### config.mk
export PLATFORM = sky130hd
export DESIGN_NAME = evt_copy_channel
export DESIGN_NICKNAME = d
export VERILOG_FILES = /design/src/rtl/ecc_pkg.sv /design/src/rtl/ecc_cfg_regs.sv /design/src/rtl/ecc_pend_ctr.sv /design/src/rtl/ecc_xfer_engine.sv /design/src/rtl/evt_copy_channel.sv
export SDC_FILE = /design/constraint.sdc
export NUM_CORES = 1
export LEC_CHECK = 0
export BUFFER_PORTS_ARGS = -buffer_cell sky130_fd_sc_hd__buf_2
export CAP_MARGIN = 20
export CORE_MARGIN = 5
export CORE_UTILIZATION = 56
export DETAILED_ROUTE_END_ITERATION = 16
export PLACE_DENSITY = 0.89
export REMOVE_ABC_BUFFERS = 1
export SETUP_SLACK_MARGIN = 0.4
export SLEW_MARGIN = 10
export SYNTH_ARGS = -nofsm -noshare
export SYNTH_HDL_FRONTEND = slang
export SYNTH_HIERARCHICAL = 1
export SYNTH_SLANG_ARGS = --single-unit
### constraint.sdc
create_clock -name clk -period 3.15 [get_ports clk]
set_input_delay 0.4725 -clock clk [delete_from_list [all_inputs] [get_ports clk]]
set_output_delay 0.4725 -clock clk [all_outputs]
set_load 0.01 [all_outputs]
### src/rtl/ecc_pkg.sv
package ecc_pkg;
  typedef enum logic [1:0] {
    ST_IDLE  = 2'd0,
    ST_READ  = 2'd1,
    ST_WRITE = 2'd2
  } eng_state_t;

  typedef struct packed {
    logic free_run;
    logic dst_inc;
    logic src_inc;
    logic word;
  } xfer_ctrl_t;

  localparam logic [1:0] SEL_SRC  = 2'd0;
  localparam logic [1:0] SEL_DST  = 2'd1;
  localparam logic [1:0] SEL_CNT  = 2'd2;
  localparam logic [1:0] SEL_CTRL = 2'd3;
endpackage

### src/rtl/ecc_cfg_regs.sv
module ecc_cfg_regs
  import ecc_pkg::*;
#(
  parameter int AW    = 16,
  parameter int CNT_W = 8
) (
  input  logic             clk,
  input  logic             rst_n,
  input  logic             cfg_we,
  input  logic [1:0]       cfg_sel,
  input  logic [AW-1:0]    cfg_wdata,
  input  logic             done,
  output logic [AW-1:0]    src_ptr,
  output logic [AW-1:0]    dst_ptr,
  output logic [CNT_W-1:0] count,
  output xfer_ctrl_t       ctrl
);
  logic [AW-1:0] step;
  assign step = ctrl.word ? AW'(2) : AW'(1);

  always_ff @(posedge clk or negedge rst_n) begin
    if (!rst_n) begin
      src_ptr <= '0;
      dst_ptr <= '0;
      count   <= '0;
      ctrl    <= '0;
    end else begin
      if (done && ctrl.src_inc)           src_ptr <= src_ptr + step;
      else if (cfg_we && cfg_sel == SEL_SRC) src_ptr <= cfg_wdata;

      if (done && ctrl.dst_inc)           dst_ptr <= dst_ptr + step;
      else if (cfg_we && cfg_sel == SEL_DST) dst_ptr <= cfg_wdata;

      if (done && !ctrl.free_run && count != '0) count <= count - CNT_W'(1);
      else if (cfg_we && cfg_sel == SEL_CNT)     count <= cfg_wdata[CNT_W-1:0];

      if (cfg_we && cfg_sel == SEL_CTRL) ctrl <= xfer_ctrl_t'(cfg_wdata[3:0]);
    end
  end
endmodule

### src/rtl/ecc_pend_ctr.sv
module ecc_pend_ctr #(
  parameter int PEND_W = 4
) (
  input  logic clk,
  input  logic rst_n,
  input  logic evt,
  input  logic take,
  output logic pend_nz
);
  localparam logic [PEND_W-1:0] PEND_MAX = '1;
  logic [PEND_W-1:0] pend;

  always_ff @(posedge clk or negedge rst_n) begin
    if (!rst_n) pend <= '0;
    else begin
      unique case ({evt, take})
        2'b10:   if (pend != PEND_MAX) pend <= pend + PEND_W'(1);
        2'b01:   pend <= pend - PEND_W'(1);
        default: pend <= pend;
      endcase
    end
  end

  assign pend_nz = (pend != '0);


  take_nonempty_chk: assert property (@(posedge clk) disable iff (!rst_n)
    take |-> pend != '0);

  no_overflow_chk: assert property (@(posedge clk) disable iff (!rst_n)
    (pend == PEND_MAX && evt) |-> take);
endmodule

### src/rtl/ecc_xfer_engine.sv
module ecc_xfer_engine
  import ecc_pkg::*;
#(
  parameter int AW    = 16,
  parameter int DW    = 16,
  parameter int CNT_W = 8
) (
  input  logic             clk,
  input  logic             rst_n,
  input  logic             pend_nz,
  input  logic [CNT_W-1:0] count,
  input  xfer_ctrl_t       ctrl,
  input  logic [AW-1:0]    src_ptr,
  input  logic [AW-1:0]    dst_ptr,
  input  logic             mem_gnt,
  input  logic [DW-1:0]    mem_rdata,
  output logic             take,
  output logic             done,
  output logic             mem_req,
  output logic             mem_we,
  output logic [AW-1:0]    mem_addr,
  output logic [DW-1:0]    mem_wdata,
  output logic             busy,
  output logic             irq
);
  eng_state_t st, nxt;
  logic [DW-1:0] data_q;
  logic irq_set, irq_q;

  always_comb begin
    nxt      = st;
    take     = 1'b0;
    done     = 1'b0;
    irq_set  = 1'b0;
    mem_req  = 1'b0;
    mem_we   = 1'b0;
    mem_addr = src_ptr;
    unique case (st)
      ST_IDLE: if (pend_nz) begin
        take = 1'b1;
        if (ctrl.free_run || count != '0) nxt = ST_READ;
        else irq_set = 1'b1;
      end
      ST_READ: begin
        mem_req = 1'b1;
        if (mem_gnt) nxt = ST_WRITE;
      end
      ST_WRITE: begin
        mem_req  = 1'b1;
        mem_we   = 1'b1;
        mem_addr = dst_ptr;
        if (mem_gnt) begin
          done = 1'b1;
          nxt  = ST_IDLE;
          if (!ctrl.free_run && count == CNT_W'(1)) irq_set = 1'b1;
        end
      end
      default: nxt = ST_IDLE;
    endcase
  end

  always_ff @(posedge clk or negedge rst_n) begin
    if (!rst_n) begin
      st     <= ST_IDLE;
      data_q <= '0;
      irq_q  <= 1'b0;
    end else begin
      st    <= nxt;
      irq_q <= irq_set;
      if (st == ST_READ && mem_gnt)
        data_q <= ctrl.word ? mem_rdata : {{(DW-8){1'b0}}, mem_rdata[7:0]};
    end
  end

  assign mem_wdata = data_q;
  assign busy      = (st != ST_IDLE);
  assign irq       = irq_q;


  rd_then_wr_chk: assert property (@(posedge clk) disable iff (!rst_n)
    (mem_req && mem_gnt && !mem_we) |=> (mem_req && mem_we));

  irq_cause_chk: assert property (@(posedge clk) disable iff (!rst_n)
    $rose(irq) |-> ($past(mem_req && mem_we && mem_gnt) || $past(pend_nz && !busy)));
endmodule

### src/rtl/evt_copy_channel.sv
module evt_copy_channel
  import ecc_pkg::*;
#(
  parameter int AW     = 16,
  parameter int DW     = 16,
  parameter int CNT_W  = 8,
  parameter int PEND_W = 4
) (
  input  logic          clk,
  input  logic          rst_n,
  input  logic          cfg_we,
  input  logic [1:0]    cfg_sel,
  input  logic [AW-1:0] cfg_wdata,
  input  logic          evt,
  output logic          mem_req,
  input  logic          mem_gnt,
  output logic          mem_we,
  output logic          mem_size,
  output logic [AW-1:0] mem_addr,
  output logic [DW-1:0] mem_wdata,
  input  logic [DW-1:0] mem_rdata,
  output logic          busy,
  output logic          irq
);
  logic [AW-1:0]    src_ptr, dst_ptr;
  logic [CNT_W-1:0] count;
  xfer_ctrl_t       ctrl;
  logic             pend_nz, take, done;

  ecc_cfg_regs #(.AW(AW), .CNT_W(CNT_W)) u_regs (
    .clk(clk), .rst_n(rst_n), .cfg_we(cfg_we), .cfg_sel(cfg_sel),
    .cfg_wdata(cfg_wdata), .done(done), .src_ptr(src_ptr),
    .dst_ptr(dst_ptr), .count(count), .ctrl(ctrl)
  );

  ecc_pend_ctr #(.PEND_W(PEND_W)) u_pend (
    .clk(clk), .rst_n(rst_n), .evt(evt), .take(take), .pend_nz(pend_nz)
  );

  ecc_xfer_engine #(.AW(AW), .DW(DW), .CNT_W(CNT_W)) u_eng (
    .clk(clk), .rst_n(rst_n), .pend_nz(pend_nz), .count(count),
    .ctrl(ctrl), .src_ptr(src_ptr), .dst_ptr(dst_ptr), .mem_gnt(mem_gnt),
    .mem_rdata(mem_rdata), .take(take), .done(done), .mem_req(mem_req),
    .mem_we(mem_we), .mem_addr(mem_addr), .mem_wdata(mem_wdata),
    .busy(busy), .irq(irq)
  );

  assign mem_size = ctrl.word;


  stall_hold_chk: assert property (@(posedge clk) disable iff (!rst_n)
    (mem_req && !mem_gnt) |=> (mem_req && $stable(mem_addr) && $stable(mem_we)
                              && $stable(mem_wdata)));

  free_run_quiet_chk: assert property (@(posedge clk) disable iff (!rst_n)
    (ctrl.free_run && done) |=> !irq);

  req_busy_chk: assert property (@(posedge clk) disable iff (!rst_n)
    mem_req |-> busy);
endmodule

* After elaboration in Yosys (flattened, before gate mapping)
Index checks and enable logic that the tools add are counted.
Widths: inputs -> output; s select.
** Storage, ports and cells
- Register bits after elaboration :: 67
- Bits of input ports :: 39
- Output and inout port bits :: 37
** Operators by class
- $add $sub $neg :: 5
- Eq/ne operators :: 14
- Multiplexer cells :: 27
- Reduce and logical (&&, ||, !) cells :: 24
** Operators by type and width (count)
- $mux 16 :: 6
- $add 16x16->16 :: 2
- $mux 8 :: 2
- $logic_and 1x1->1 :: 10
- $mux 1 :: 10
- $mux 2 :: 5
- $reduce_bool 2->1 :: 5
- $eq 2x2->1 const B :: 4
- $eq 8x1->1 const B :: 1
- $pmux 4 s2 :: 1
- $reduce_bool 8->1 :: 1
- $sub 8x1->8 const B :: 1
- $eq 2x1->1 const B :: 3
- $ne 2x2->1 const B :: 3
- $pmux 2 s3 :: 1
- $add 4x1->4 const B :: 1
- $logic_not 2->1 :: 2
- $mux 4 :: 1
- $ne 2x1->1 const B :: 2
- $ne 4x4->1 const B :: 1
- $reduce_and 4->1 :: 1
- $reduce_bool 4->1 :: 1
- $sub 4x1->4 const B :: 1
- $pmux 1 s2 :: 1
- other kinds (4) :: 4

* Logic depth before layout (Yosys ltp)
Gate-level depths: netlist of the first run.
- Depth in word-level cells :: 6
- Mapped depth :: 9

* By module
The synthesis of the first run kept the hierarchy.
** Modules (own cells, without submodules)
- ecc_cfg_regs :: instances 1, cells an instance 305, area each 2712.6 um2, seq. area each 1101.1 um2
- ecc_xfer_engine :: instances 1, cells an instance 104, area each 1152.4 um2, seq. area each 475.5 um2
- ecc_pend_ctr :: instances 1, cells an instance 26, area each 260.2 um2, seq. area each 100.1 um2

* Worst setup path after synthesis of the first run
OpenSTA, ideal clock, no wires.
- Kind :: register to register
- Start point :: register, netlist name u_regs/ctrl[0]
- End point :: register u_regs.dst_ptr[12]
- Arrival time :: 2.272 ns
- Slack :: 0.784 ns
- Cell stages (with the launch flop) :: 9
- Clock period less this slack :: 2.366 ns
- Cells stage by stage :: dfrtp_1 inv_1 ha_1 inv_1 fa_1 nand3b_1 nor4_1 a311oi_1 a211oi_1
** On the way
- Longest elaborated chain between the ends :: 3
** Ends and longest elaborated chain
- $mux 2 :: RTL line ecc_cfg_regs.sv:19 : assign step = ctrl.word ? AW'(2) : AW'(1);
- $add 16x16->16 :: RTL line ecc_cfg_regs.sv:31 : if (done && ctrl.dst_inc) dst_ptr <= dst_ptr + step;
- $mux 16 :: RTL line ecc_cfg_regs.sv:31
- end signal, assigned :: RTL line ecc_cfg_regs.sv:31
- end signal, assigned :: RTL line ecc_cfg_regs.sv:32 : else if (cfg_we && cfg_sel == SEL_DST) dst_ptr <= cfg_wdata;
- end, declared :: RTL line ecc_cfg_regs.sv:14 : output logic [AW-1:0] dst_ptr,
Every way passes these cells.
A chain may end at the register's enable or synchronous reset.

* Worst setup path after layout of the first run
- Start point :: register, netlist name u_regs/ctrl[0]
- End point :: register u_regs.dst_ptr[14]
** On the way
- Longest elaborated chain between the ends :: 3
** Ends and longest elaborated chain (RTL line)
- $mux 2 :: ecc_cfg_regs.sv:19
- $add 16x16->16 :: ecc_cfg_regs.sv:31
- $mux 16 :: ecc_cfg_regs.sv:31
Every way passes these cells.

==> flow_metrics.py, run 1 <==
metrics = {
    "status": {
        "outcome": "finished, final reports clean",
    },
    "synth": {
        "synth_top_area_share_pct": 40.6,
        "synthDistinctLibCells": 67,
        "ys_seq_elements": 67,
        "ys_seq_area_share_pct": 40.6,
        "yosysWarnings": 6,
        "ys.flop_type": "dfrtp_1",
        "synthTopCellsByArea": "dfrtp_1 (41%), mux2_2 (6.8%), nand2_1 (4.5%)",
        "synth_edf_count": 0,
        "netlist_instances": 435,
        "netlist_area_mm2": 0.00413,
        "synth.most_common_cell": "dfrtp_1",
        "yosys.area.top_type": "dfrtp_1",
        "ys_top_cells_by_count": "dfrtp_1 (67), nand2_1 (49), nor2_1 (34), nand3_1 (26), mux2_2 (25)",
        "synth.avg_cell_area_um2": 9.48,
        "synthArstFlopShare_pct": 100,
    },
    "route": {
        "drc": 0,
        "wirelength_um": 10700,
        "via_per_inst": 6.12,
        "drtIter0Drc": 270,
        "dr.pass1.iters": 5,
        "routedWlPerCell_um": 17.4,
        "ant_nets": 0,
        "dr_total_vias": 3772,
    },
    "critical_path": {
        "criticalPathCategory": "flop to flop",
        "required_ns": 3.40,
        "critPathLaunchType": "flop",
        "r2r_slack_ns": 0.64,
        "arrival_ns": 2.76,
        "cp_max_fo": 7,
        "timing.rr.end": "u_regs/dst_ptr[14]$_DFFE_PN0P_",
        "crit_start": "u_regs/ctrl[0]$_DFFE_PN0P_",
        "ff2ff_path_depth": 8,
        "critical_path.endpoint": "u_regs/dst_ptr[14]$_DFFE_PN0P_",
        "worstReg2RegStart": "u_regs/ctrl[0]$_DFFE_PN0P_",
        "endpoint_kind": "flop",
    },
    "clock_tree": {
        "postCtsSetupRepairBufs": 0,
        "cts.sinks": 67,
        "cts_tree": "yes",
        "numCtsBuffers": 9,
        "h-tree-depth": 3,
        "clock_latency_ns": 0.35,
        "cts-root-buf": "clkbuf_8",
        "path_clk_slew_ns": 0.07,
        "clk_path_buf_depth": 2,
    },
    "sta": {
        "timing.fmax_ghz": 0.398,
        "worst_slew_pin_slew_ns": 0.603,
        "hold_violations": 0,
        "slew_headroom_pct": 59.7,
        "fin_crit_ns": 2.51,
        "slew_viol_final": 0,
        "finalSetupTns_ns": 0,
        "grt_setup_unrepaired": "false",
        "setup_violations": 0,
        "fin_skew_ns": 0.00977,
        "period_share_pct": 79.8,
    },
    "power_and_ir_drop": {
        "vdd_ir_drop_max_uv": 513,
        "p_per_area_mw_per_mm2": 849,
        "power_mw": 4.05,
        "p_leak_nw": 2.16,
    },
    "final_layout": {
        "fill_cells": 598,
        "antenna_cells": 0,
        "nets": 566,
        "area_delta_synth_final_pct": 15.7,
        "layout-drive-gt1-share_pct": 26.5,
    },
    "place": {
        "hpwl_um": 7990,
        "routabilityCongestion": 0.922,
        "io_buffers": 75,
    },
    "die": {
        "die_w_um": 95.8,
        "die_h_um": 95.8,
        "coreArea_mm2": 0.00721,
        "die-area_mm2": 0.00918,
        "ios": 76,
        "start_util_pct": 57.2,
        "row_count": 31,
    },
    "job": {
        "max_cap_violations": 0,
    },
    "grt": {
        "grtUsageTotal_pct": 25.1,
        "grt_max_degree": 68,
        "overflow": 0,
        "grt_pass1_vias": 3663,
        "antenna_found_initial": 0,
        "grt_pass1_wl_um": 17700,
    },
    "hold_path": {
        "hp-class": "primary input to asynchronous set/reset pin",
    },
}
placed cells by master, fill, tap and decap left out, types with 4 or more instances in the layout:
cell type | Yosys | routed
buf_2 | 0 | 75
dfrtp_1 | 67 | 67
nand2_1 | 49 | 49
nor2_1 | 34 | 34
nand3_1 | 26 | 26
mux2_2 | 25 | 25
o21ai_0 | 24 | 24
a21oi_1 | 22 | 22
inv_1 | 18 | 18
ha_1 | 12 | 12
a211oi_1 | 11 | 11
clkbuf_8 | 0 | 10
nor3_1 | 9 | 9
and3_1 | 7 | 7
nand4_1 | 7 | 7
nor4_1 | 7 | 6
and2_1 | 5 | 5
nor2b_1 | 5 | 5
mux2i_1 | 5 | 5
a32oi_1 | 5 | 5
mux2_1 | 4 | 4
a31oi_1 | 4 | 4
a311oi_1 | 4 | 4
o221a_2 | 4 | 4
registers in the layout (all words and copies together) (netlist names):
signal	count
u_pend/pend	4
u_regs/count	8
u_regs/ctrl	4
u_eng/st	2
u_eng/mem_wdata	16
u_regs/dst_ptr	16
u_regs/src_ptr	16
u_eng/irq	1
metal layers:
metal  up-vias  part of all wire (%)  track usage [%]
met5         -                     0                0
met4         0                   2.9             12.0
met3        29                   6.5             4.61
met2       159                    49             39.3
met1      1800                    42             33.6
li1       1784                     -                -
logic make-up after synthesis:
| logic type | share of synthesized area, % |
|---|---|
| xor gates and xnor gates | 0.425 |
| adders and majority gates | 4.61 |
| AOI/OAI and AO/OA | 17.5 |
| and+or+nand+nor | 23.4 |
| buffers and inverters | 3.18 |
| muxes | 10.2 |
| DFF | 40.6 |
worst min-delay path by stage:
stage / endpoint / depth (start not counted) / start
2_1_floorplan: u_eng/irq$_DFF_PN0_ / 0 / rst_n
3_3_place_gp: u_eng/mem_wdata[12]$_DFFE_PN0P_ / 2 / u_eng/mem_wdata[12]$_DFFE_PN0P_
3_5_place_dp: u_eng/mem_wdata[14]$_DFFE_PN0P_ / 2 / u_eng/mem_wdata[14]$_DFFE_PN0P_
4_1_cts: u_pend/pend[1]$_DFFE_PN0P_ / 2 / rst_n
5_1_grt: u_pend/pend[1]$_DFFE_PN0P_ / 2 / rst_n
6_report: u_pend/pend[1]$_DFFE_PN0P_ / 2 / rst_n
where the power goes:
group | internal (mW) | total (mW) | switching (mW)
Sequential | 1.20 | 1.60 | 0.407
Clock | 0.303 | 0.623 | 0.320
Combinational | 0.846 | 1.83 | 0.979
Total | 2.35 | 4.05 | 1.71
layout make-up:
cell class | count | area [µm²] | share of cell area [%]
clock buffers | 13 | 149 | 3.12
clock inverters | 2 | 12.5 | 0.262
inverters | 18 | 67.6 | 1.42
multi-input cells | 338 | 2320 | 48.7
flip-flops and latches | 67 | 1680 | 35.1
well taps | 99 | 124 | 2.60
repair buffers | 79 | 418 | 8.76
repair_timing:
item	4_1_cts	5_1_grt
resized for setup	0	1
hold buffers	0	0
setup endpoints to repair	0	2
worst max-delay path, cell delays in order, from the launching register on:
cell,delay [ns]
dfrtp_1,0.38
inv_1,0.17
ha_1,0.21
inv_1,0.05
fa_1,0.40
nand3b_1,0.33
nor4_2,0.46
a211oi_1,0.14
a211oi_1,0.27
metrics by stage:
stage	hold slack (ns)	utilization (%)	std cells	setup slack [ns]	instance area [µm²]
floorplan	0.177	-	423	0.563	4060
global route	0.146	66.1	616	0.460	4770
global placement	0.461	63.8	601	0.706	4600
CTS	0.139	66.0	616	0.507	4760
finish	0.124	66.1	616	0.637	4770
detailed placement	0.465	63.8	601	0.517	4600
Note: power is estimated with default switching activity, not from simulation.
==> run 2: changes to the inputs <==
CORE_UTILIZATION = 51   (was 56)
PLACE_DENSITY = 0.86   (was 0.89)
clock period = 2.2 ns   (was 3.15 ns; I/O delays follow)
==> flow_metrics.py, run 2 (synthesized netlist as in run 1, its figures left out) <==
metrics = {
    "route": {
        "drc": 0,
        "routedWlPerCell_um": 28.8,
        "ant_nets": 0,
        "wirelength_um": 20300,
        "drtIter0Drc": 918,
        "via_per_inst": 7.52,
        "dr.pass1.iters": 12,
        "dr_total_vias": 5289,
    },
    "grt": {
        "grt_max_degree": 68,
        "antenna_found_initial": 0,
        "grt_pass1_vias": 4765,
        "grt_pass1_wl_um": 24700,
        "grtUsageTotal_pct": 31.6,
        "overflow": 0,
    },
    "final_layout": {
        "fill_cells": 345,
        "layout-drive-gt1-share_pct": 54.1,
        "nets": 649,
        "antenna_cells": 0,
        "design_area_mm2": 0.00642,
        "layout_common_cells": "dfrtp_1 (67), buf_2 (59), buf_4 (54)",
        "area_delta_synth_final_pct": 55.7,
        "layout_commonest_cell": "dfrtp_1",
    },
    "place": {
        "io_buffers": 75,
        "pre_cts_ws_ns": -0.0128,
        "routabilityCongestion": 0.952,
        "hpwl_um": 8430,
        "placed_area_mm2": 0.00478,
    },
    "critical_path": {
        "endpoint_kind": "flop",
        "cp_max_fo": 4,
        "criticalPathCategory": "flop to flop",
        "critPathLaunchType": "flop",
        "required_ns": 2.45,
        "arrival_ns": 2.63,
    },
    "sta": {
        "fin_crit_ns": 2.38,
        "hold_violations": 21,
        "period_share_pct": 108,
        "fin_skew_ns": 0.0267,
        "slew_headroom_pct": 38.8,
        "worst_slew_pin_slew_ns": 0.916,
        "grt_setup_unrepaired": "true",
        "slew_viol_final": 0,
        "setup_violations": 9,
        "timing.fmax_ghz": 0.421,
        "hold_ws_ns": -0.0197,
        "fin_ws_ns": -0.177,
    },
    "clock_tree": {
        "path_clk_slew_ns": 0.10,
        "cts.sinks": 67,
        "clock_latency_ns": 0.37,
        "hold_buffers": 0,
        "cts_tree": "yes",
        "numCtsBuffers": 9,
        "clk_path_buf_depth": 2,
        "cts-root-buf": "clkbuf_8",
        "h-tree-depth": 3,
    },
    "power_and_ir_drop": {
        "power_mw": 8.76,
        "p_leak_nw": 2.87,
        "vdd_ir_drop_max_uv": 1010,
        "p_per_area_mw_per_mm2": 1360,
    },
    "status": {
        "violations": "hold timing, setup timing",
        "outcome": "complete, but fails checks",
    },
    "job": {
        "max_cap_violations": 0,
    },
    "die": {
        "die_h_um": 99.9,
        "coreArea_mm2": 0.00781,
        "ios": 76,
        "die-area_mm2": 0.00999,
        "row_count": 32,
        "start_util_pct": 52.8,
        "die_w_um": 99.9,
    },
    "hold_path": {
        "hp-class": "primary input to asynchronous set/reset pin",
    },
}
-- run 2: cell count changes in the layout (fill, tap and decap cells not counted), sizes merged --
| cell | previous run | this run |
|---|---|---|
| clkinvlp | 1 | 2 |
| inv | 18 | 19 |
| bufinv | 0 | 1 |
| clkinv | 1 | 3 |
| buf | 79 | 160 |
| clkbuf | 13 | 11 |
-- run 2: power by group --
group / internal (mW) / switching [mW]
registers: 1.71 / 0.675
logic: 2.57 / 2.70
clock network: 0.530 / 0.584
total: 4.81 / 3.95
-- run 2: area by class of cell --
class | instances | area, µm² | area share [%]
multi-input cells | 338 | 3020 | 47.0
inverters | 18 | 67.6 | 1.05
flip-flops and latches | 67 | 1680 | 26.1
clock inverters | 7 | 76.3 | 1.19
well taps | 102 | 128 | 1.99
repair buffers | 162 | 1330 | 20.8
clock buffers | 9 | 124 | 1.93
-- run 2: path summary, 6_finish.rpt --
| kind | from | endpoint | slack, ns | cells after the start |
|---|---|---|---|---|
| setup / recovery | u_regs/ctrl[0]$_DFFE_PN0P_ | u_regs/src_ptr[14]$_DFFE_PN0P_ | -0.18 | 9 |
| hold / removal | rst_n | u_eng/mem_wdata[7]$_DFFE_PN0P_ | -0.02 | 2 |
| setup reg to reg | u_regs/ctrl[0]$_DFFE_PN0P_ | u_regs/src_ptr[14]$_DFFE_PN0P_ | -0.18 | 9 |
| hold reg to reg | u_eng/mem_wdata[5]$_DFFE_PN0P_ | u_eng/mem_wdata[5]$_DFFE_PN0P_ | 0.50 | 1 |
| max in group asynchronous | rst_n | u_regs/src_ptr[5]$_DFFE_PN0P_ | 1.89 | 2 |
| min in group clk | mem_rdata[5] | u_eng/mem_wdata[5]$_DFFE_PN0P_ | 0.17 | 2 |
-- run 2: critical path: stages, from the launching register on --
cell and delay, ns:
dfrtp_1 0.42, inv_2 0.16, ha_4 0.19, inv_2 0.05, fa_2 0.37, nand4b_1 0.34, buf_4 0.25, nor4_4 0.19
o2bb2ai_1 0.24, a21oi_2 0.05
-- run 2: routing by layer --
layer	share of wire [%]	track usage, %	up-vias
met5	0	0	-
met3	13	5.63	256
met2	45	53.7	626
met1	32	36.6	2449
met4	10	19.9	0
li1	-	-	1958
-- run 2: through the flow --
stage | instances | hold WS, ns | TNS [ns] | util (%)
3_3_place_gp | 627 | 0.374 | 0 | 61.2
2_1_floorplan | 423 | 0.0344 | -4.20 | -
6_report | 703 | -0.0197 | -0.619 | 82.3
3_5_place_dp | 627 | 0.379 | -0.0171 | 61.2
4_1_cts | 679 | 0.00762 | 0 | 74.5
5_1_grt | 703 | -0.000563 | -0.534 | 82.3
-- run 2: timing repair --
item | in CTS | in global routing
gates cloned | 3 | 1
hold endpoints to repair | 0 | 0
pin swaps | 53 | 32
setup buffers | 33 | 22
gates resized for setup | 129 | 82
endpoints found under the setup margin | 56 | 57
==> run 3: changes to the inputs <==
--- a/config.mk
+++ b/config.mk
@@ -12,3 +12,3 @@
 export DETAILED_ROUTE_END_ITERATION = 16
-export PLACE_DENSITY = 0.86
+export PLACE_DENSITY_LB_ADDON = 0.1
 export REMOVE_ABC_BUFFERS = 1
==> constraint.sdc (replaced) <==
create_clock -name clk -period 2.2 [get_ports clk]
set_input_delay 0.22 -clock clk [delete_from_list [all_inputs] [get_ports clk]]
set_output_delay 0.22 -clock clk [all_outputs]
set_load 0.01 [all_outputs]
==> flow_metrics.py, run 3 (synthesized netlist as in run 1, its figures left out) <==
metrics = {
    "status": {
        "outcome": "finished, final reports clean",
    },
    "sta": {
        "hold_violations": 0,
        "setup_violations": 0,
        "grt_setup_unrepaired": "true",
        "finalSetupTns_ns": 0,
        "fin_skew_ns": 0.0164,
        "period_share_pct": 99.9,
        "worst_slew_pin_slew_ns": 0.572,
        "fin_crit_ns": 2.20,
        "hold_ws_ns": 0.0819,
        "slew_headroom_pct": 61.8,
        "slew_viol_final": 0,
        "timing.fmax_ghz": 0.455,
    },
    "clock_tree": {
        "clk_path_buf_depth": 2,
        "h-tree-depth": 3,
        "clock_latency_ns": 0.35,
        "cts-root-buf": "clkbuf_8",
        "path_clk_slew_ns": 0.09,
        "cts_tree": "yes",
        "numCtsBuffers": 9,
        "cts.sinks": 67,
    },
    "power_and_ir_drop": {
        "p_per_area_mw_per_mm2": 1270,
        "p_leak_nw": 2.69,
        "vdd_ir_drop_max_uv": 849,
    },
    "route": {
        "routedWlPerCell_um": 19.4,
        "drc": 0,
        "via_per_inst": 6.09,
        "dr_total_vias": 4182,
        "dr.pass1.iters": 5,
        "wirelength_um": 13300,
        "drtIter0Drc": 328,
        "ant_nets": 0,
    },
    "final_layout": {
        "layout_common_cells": "dfrtp_1 (66), buf_2 (58), buf_4 (49)",
        "layout-drive-gt1-share_pct": 50.3,
        "multiInputGateArea_mm2": 0.00285,
        "final_util_pct": 77.9,
        "layout_commonest_cell": "dfrtp_1",
        "instances_no_fill": 687,
        "fill_cells": 527,
        "antenna_cells": 0,
        "nets": 633,
        "area_delta_synth_final_pct": 47.4,
        "seq_area_mm2": 0.00168,
    },
    "grt": {
        "grt_pass1_wl_um": 20600,
        "grtUsageTotal_pct": 25.8,
        "grt_max_degree": 25,
        "overflow": 0,
        "antenna_found_initial": 0,
        "grt_pass1_vias": 4078,
    },
    "die": {
        "ios": 76,
        "start_util_pct": 52.8,
        "die-area_mm2": 0.00999,
        "die_h_um": 99.9,
        "row_count": 32,
        "die_w_um": 99.9,
        "coreArea_mm2": 0.00781,
    },
    "critical_path": {
        "criticalPathCategory": "flop to flop",
        "critPathLaunchType": "flop",
        "arrival_ns": 2.45,
        "endpoint_kind": "flop",
        "cp_max_fo": 3,
        "required_ns": 2.46,
    },
    "job": {
        "max_cap_violations": 0,
    },
    "hold_path": {
        "hp-class": "primary input to flop",
    },
    "place": {
        "routabilityCongestion": 0.939,
        "dp.cells": 632,
        "io_buffers": 75,
        "hpwl_um": 8470,
    },
}
==> run 3: cell types whose count changed in the layout (fill, tap and decap cells not counted), moves of 3 or more <==
cell and change:
nand3_2 -6, a21oi_1 +6, inv_2 +3, inv_1 -3, nand2_8 -3, buf_6 -8
buf_4 -5, a21oi_2 -6, nand3_1 +7
==> run 3: worst paths after layout <==
| check | start | endpoint | slack (ns) | cells past startpoint |
|---|---|---|---|---|
| setup / recovery | u_regs/ctrl[0]$_DFFE_PN0P_ | u_regs/dst_ptr[10]$_DFFE_PN0P_ | 0.002 | 10 |
| hold / removal | mem_rdata[4] | u_eng/mem_wdata[4]$_DFFE_PN0P_ | 0.08 | 2 |
| setup reg to reg | u_regs/ctrl[0]$_DFFE_PN0P_ | u_regs/dst_ptr[10]$_DFFE_PN0P_ | 0.002 | 10 |
| hold reg to reg | u_eng/mem_wdata[14]$_DFFE_PN0P_ | u_eng/mem_wdata[14]$_DFFE_PN0P_ | 0.48 | 2 |
| max in group asynchronous | rst_n | u_eng/st[1]$_DFFE_PN0P_ | 1.05 | 3 |
| min in group asynchronous | rst_n | u_eng/mem_wdata[3]$_DFFE_PN0P_ | 0.40 | 2 |
==> run 3: final cells by class <==
cell class              instances  share of cell area, %
inverters                      18                   1.11
well taps                     102                   2.10
repair buffers                146                   19.1
clock inverters                 7                   1.13
flip-flops and latches         67                   27.6
clock buffers                   9                   2.04
multi-input cells             338                   46.9
==> run 3: repair_timing <==
action | 4_1_cts | 5_1_grt
gates resized for setup | 85 | 87
setup endpoints to repair | 53 | 56
hold buffers | 1 | 0
hold endpoints to repair | 22 | 0
cloned | 1 | 1
buffers inserted | 27 | 9
pin swaps | 51 | 37
==> run 3: per-stage QoR <==
step	power, mW	setup WS, ns	area (µm²)
6_report	7.69	0.00228	6080
3_3_place_gp	5.01	0.0601	4800
5_1_grt	8.17	-0.105	6080
2_1_floorplan	3.96	-0.387	4060
4_1_cts	6.83	0.0430	5600
3_5_place_dp	5.12	-0.103	4800
==> run 3: layer usage <==
| metal | share of wire (%) | routed length (µm) | track usage, % | up-vias |
|---|---|---|---|---|
| met3 | 6.4 | 846 | 3.75 | 40 |
| li1 | - | - | - | 1925 |
| met5 | 0 | 0 | 0 | - |
| met2 | 50 | 6650 | 42.6 | 182 |
| met4 | 2.9 | 389 | 10.1 | 0 |
| met1 | 41 | 5430 | 34.1 | 2035 |
==> run 3: worst max-delay path: stages (launching register included) <==
cell	delay, ns
dfrtp_1	0.39
inv_2	0.13
buf_12	0.12
ha_4	0.13
inv_2	0.04
fa_2	0.37
nand3b_1	0.25
buf_4	0.19
o31ai_2	0.20
a21oi_1	0.10
a211oi_1	0.20
==> run 3: power by group <==
part           internal (mW)  leakage (nW)  switching, mW  total (mW)
Combinational           2.36          1.81           2.06        4.41
Sequential              1.72         0.785          0.544        2.26
Clock                  0.519        0.0950          0.500        1.02
